File: config.mk
export PLATFORM = sky130hd
export DESIGN_NAME = baud_frac_div
export DESIGN_NICKNAME = d
export VERILOG_FILES = /design/src/rtl/baud_frac_div.sv
export SDC_FILE = /design/constraint.sdc
export NUM_CORES = 1
export LEC_CHECK = 0
export CAP_MARGIN = 20
export CORE_UTILIZATION = 51
export DETAILED_ROUTE_END_ITERATION = 8
export PLACE_DENSITY = 0.79
export SLEW_MARGIN = 20
export SYNTH_ARGS = -nofsm -noshare
export SYNTH_HDL_FRONTEND = slang
export SYNTH_SLANG_ARGS = --single-unit
File: constraint.sdc
create_clock -name clk -period 12.3 [get_ports clk]
set_clock_uncertainty 0.1 [all_clocks]
set_input_delay 3.69 -clock clk [delete_from_list [all_inputs] [get_ports clk]]
set_output_delay 3.69 -clock clk [all_outputs]
set_load 0.005 [all_outputs]
File: src/rtl/baud_frac_div.sv
module baud_frac_div #(
  parameter int INT_W  = 16,
  parameter int FRAC_W = 4
) (
  input  logic             clk,
  input  logic             rst_n,
  input  logic             wr_en,
  input  logic             wr_sel,
  input  logic [INT_W-1:0] wr_data,
  input  logic             rd_sel,
  output logic [INT_W-1:0] rd_data,
  output logic             tick
);
  localparam int CW = INT_W + 1;

  logic [INT_W-1:0]  div_q;
  logic [FRAC_W-1:0] frac_q;
  logic [FRAC_W-1:0] acc_q;
  logic [CW-1:0]     cnt_q;

  logic [FRAC_W:0]   acc_sum;
  logic              carry;
  logic [CW-1:0]     last;
  logic              run;

  assign acc_sum = {1'b0, acc_q} + {1'b0, frac_q};
  assign carry   = acc_sum[FRAC_W];
  assign run     = div_q != '0;
  assign last    = CW'(div_q) + CW'(carry) - CW'(1);
  assign tick    = run && (cnt_q == last);
  assign rd_data = rd_sel ? INT_W'(frac_q) : div_q;

  wire unused_hi = ^wr_data[INT_W-1:FRAC_W];

  always_ff @(posedge clk or negedge rst_n) begin
    if (!rst_n) begin
      div_q  <= '0;
      frac_q <= '0;
      acc_q  <= '0;
      cnt_q  <= '0;
    end else if (wr_en) begin
      if (wr_sel) frac_q <= wr_data[FRAC_W-1:0];
      else        div_q  <= wr_data;
      acc_q <= '0;
      cnt_q <= '0;
    end else if (!run) begin
      cnt_q <= '0;
    end else if (tick) begin
      cnt_q <= '0;
      acc_q <= acc_sum[FRAC_W-1:0];
    end else begin
      cnt_q <= cnt_q + CW'(1);
    end
  end
endmodule

* Word-level counts from Yosys, hierarchy flattened
Cells that the tools add are included.
** Storage, ports and cells
- Register bits :: 41
- Word-level logic and storage cells :: 24
- Output and inout port bits :: 17
- Input port bits :: 21
** Operators by class
- Mux-type cells :: 7
- Add/sub/neg operators :: 4
- Bitwise logic cells :: 1
- Equality and inequality tests :: 1
- Reductions and logical operators :: 7
** Operators by type and width (number)
- $mux 17 :: 3
- $add 16x1->17 :: 1
- $add 17x1->17 const B :: 1
- $eq 17x17->1 :: 1
- $sub 17x1->17 const B :: 1
- $mux 16 :: 1
- $reduce_bool 16->1 :: 1
- $mux 4 :: 3
- $reduce_and 2->1 :: 3
- $add 4x4->5 :: 1
- $reduce_bool 2->1 :: 2
- $logic_and 1x1->1 :: 1
- $not 1->1 :: 1

* Logic depth before layout (Yosys ltp)
- Depth in word-level cells :: 8
- Gate-level depth with buffers :: 16
- Depth with buffers taken out :: 13

* Worst setup path after synthesis
Ideal clock, no wire load.
- Kind :: input -> output
- Start :: input rd_sel
- End :: output rd_data[0]
- Setup slack :: 4130 ps
- Buffers on the path :: 2
- Arrival :: 4380 ps
- Cell stages on the path :: 4
- Data required time :: 8510 ps
- Cells stage by stage :: clkbuf_1 clkbuf_1 nand2_1 o21ai_0
** Between the ends
- Cells in the longest elaborated chain, start to end :: 1
** Ends and longest elaborated chain
- from (decl) :: line 10 : input logic rd_sel,
- $mux 16 :: line 31 : assign rd_data = rd_sel ? INT_W'(frac_q) : div_q;
- to (decl) :: line 11 : output logic [INT_W-1:0] rd_data,
No other way between the ends.

* Worst setup path in the final report
- Start :: input rd_sel
- End :: output rd_data[3]
Same word-level chain as after synthesis.

==> summary.txt <==
Run status
  • Status: completed

Setup path
  • Worst EP required: 8.51 ns
  • Critical path endpoint category: primary output
  • R2r endpoint: cnt_q[2]$_DFF_PN0_
  • Reg2reg path depth: 14
  • Crit path max fanout: 19
  • Arr. time, crit path: 5.41 ns
  • Crit path kind: input pin to primary output
  • Worst setup SP type: input pin
  • Worst reg2reg startpoint: frac_q[0]$_DFFE_PN0P_
  • R2r setup slk: a little under 8 ns

STA
  • Worst rel slew slack: 0.3989
  • Final Hold Viols: 0
  • Fin crit share: 0.7481
  • Slew of the pin with the lowest slew margin: 0.9016 ns
  • RSZ-0062 raised after global routing: false
  • Fmax: 108.7 MHz
  • Final Slew Violations: 0
  • Finish-stage setup viols: 0
  • Setup_tns: 0 ns
  • Final min period: 9.202 ns

Yosys
  • FF+latch count, synth: slightly above 40
  • Top cells by area, synth: dfrtp_1 (41%), mux2_2 (8.0%), xor2_1 (6.9%), nor2_1 (4.3%), xnor2_1 (4.2%)
  • Top-area cell type share of the netlist area: 0.4055
  • Post-synth net total: 280
  • Cell type with the largest total area after synthesis: dfrtp_1
  • Syn Area/Cell: 10.08 sq um
  • Cell Area, Synth: around 2500 sq um
  • Async set or reset register ratio after synthesis: 1.000
  • Sequential element share of the synthesized area: 0.4055
  • Synth cell count leaders: dfrtp_1 (41), nor2_1 (29), xor2_1 (20)
  • Number of synthesized flops with an enable pin: 0
  • Synth cell types: 49
  • Count leader, synth: dfrtp_1
  • Post-synth top flop: dfrtp_1
  • Post-synthesis cell count: 251
  • Synthesis Warnings: 0

Clock network
  • CTS tree: done
  • Clk root buf: clkbuf_8
  • Clock tree buffer depth: 2
  • Worst-path clk slew: around 0.080 ns
  • Cts repair resizes: 0
  • Number of post-CTS setup repair buffers: 0
  • CTS sink count: 41
  • Post-CTS Hold Buffers: 0
  • Num CTS Buffers: 5
  • H-tree levels: 2
  • Clk_lat worst skew: around 0.29 ns

Floorplanning
  • Die Ht: 72.43 microns
  • Starting Density: 0.5321
  • Core Area: 4755 sq um
  • Top Ports: 38
  • Die Wd: ~72 microns
  • Placement Rows: 25
  • Die area: between 5000 and 6000 sq um

Final layout
  • Area delta synth->final: 19.24%
  • Final nets: 314
  • N_diodes: 0
  • Share of cells above drive strength 1: 0.1084
  • Fin area: 3017 sq um

Drt
  • Total number of vias: 1927
  • Initial drt markers: 128
  • Drt wl/cell: roughly 14 microns
  • Final wirelength: 4961 microns
  • DR pass1 iterations: 4
  • Number of vias per cell: 5.459
  • DRT antenna net count: 0
  • DRC: 0

Min path
  • Hold WC Path Type: flip-flop to flip-flop
  • HP Start: acc_q[0]$_DFFE_PN0P_
  • Worst hold path depth: 2
  • Worst Hold Path EP: acc_q[0]$_DFFE_PN0P_

Global routing
  • First-pass GRT wire length: 8211 microns
  • Largest net degree at the start of global routing: between 40 and 50
  • Initial antenna violation count: 0
  • GRT overflow: 0
  • All-layer global routing usage: 0.2013
  • Vias in the first global route: around 1.9k

Placed design
  • Count of port buffers added during placement: 37
  • DP HPWL: 3701 microns
  • Placed instance area: 2933 sq um
  • Placer congestion estimate: around 0.83

Pwr
  • Leak: around 0.0013 uW
  • Peak supply drop: 0.04022 mV
  • PD cells: 107.1 nW/um^2
  • Tot Pwr: around 320 uW

Job
  • Maxcap violations: 0
## cells by family after synthesis
family,Yosys count,share of synthesized area
buffers and inverters,17,0.03165
muxes,24,0.1044
and+or+nand+nor,99,0.2191
AOI/OAI and AO/OA,28,0.06825
DFF,41,0.4055
adders and majority gates,8,0.04253
xor gates and xnor gates,34,0.1286
## area by class of cell
class	instances	area, sq um
sequential	41	1026
clock buffer	7	76.32
clock inverter	1	7.507
multi-input combinational	193	1424
tap	67	83.83
fill	419	1738
timing repair buffer	39	380.4
inverter	5	18.77
## layer usage
metal	track usage	vias up	part of all wire
li1	-	950	-
met1	0.2489	935	0.46
met2	0.3572	31	0.50
met3	0.02917	11	0.019
met4	0.07190	0	0.020
met5	0	-	0
## critical path: stages
cell and delay [ns]:
clkdlybuf4s50_1 0.88, mux2_2 0.40, clkdlybuf4s50_1 0.44
## how the worst max path moves through the flow
stage | startpoint | endpoint | cells past startpoint
CTS | rd_sel | rd_data[3] | 3
floorplan | rd_sel | rd_data[0] | 4
detailed placement | rd_sel | rd_data[3] | 3
global placement | rd_sel | rd_data[3] | 3
global route | rd_sel | rd_data[3] | 3
finish | rd_sel | rd_data[3] | 3
## through the flow
| step | worst slack [ns] | util | std cells | hold WS, ns |
|---|---|---|---|---|
| floorplan | 4.130 | - | 251 | 0.3842 |
| global placement | 3.098 | 0.6168 | 345 | 0.4097 |
| detailed placement | 3.075 | 0.6168 | 345 | 0.4258 |
| CTS | 3.068 | 0.6345 | 353 | 0.4464 |
| global route | 3.027 | 0.6345 | 353 | 0.4734 |
| finish | 3.098 | 0.6345 | 353 | 0.4422 |
## state kept, by name, indices dropped and copies added, names as in the netlist
| register | count |
|---|---|
| frac_q | 4 |
| div_q | 16 |
| cnt_q | 17 |
| acc_q | 4 |
## power breakdown
group          internal [uW]  leakage (uW)  total, uW  switching [uW]
clock                   40.1     0.0000385       85.1            45.0
sequential               145      0.000527        163            18.0
combinational           45.5      0.000684       75.0            29.5
## cells in the final DEF, fill, tap and decap left out, types with 6 or more instances in the layout
cell             synthesis  routed
a21oi_1                  6       6
clkdlybuf4s50_1          0      36
dfrtp_1                 41      41
ha_1                     7       7
mux2_2                  18      18
nand2_1                 13      13
nand3_1                 11      11
nor2_1                  29      29
nor2b_1                 15      15
o21ai_0                  9       9
xnor2_1                 12      12
xor2_1                  20      20
Power figures use the tool's default switching activity.
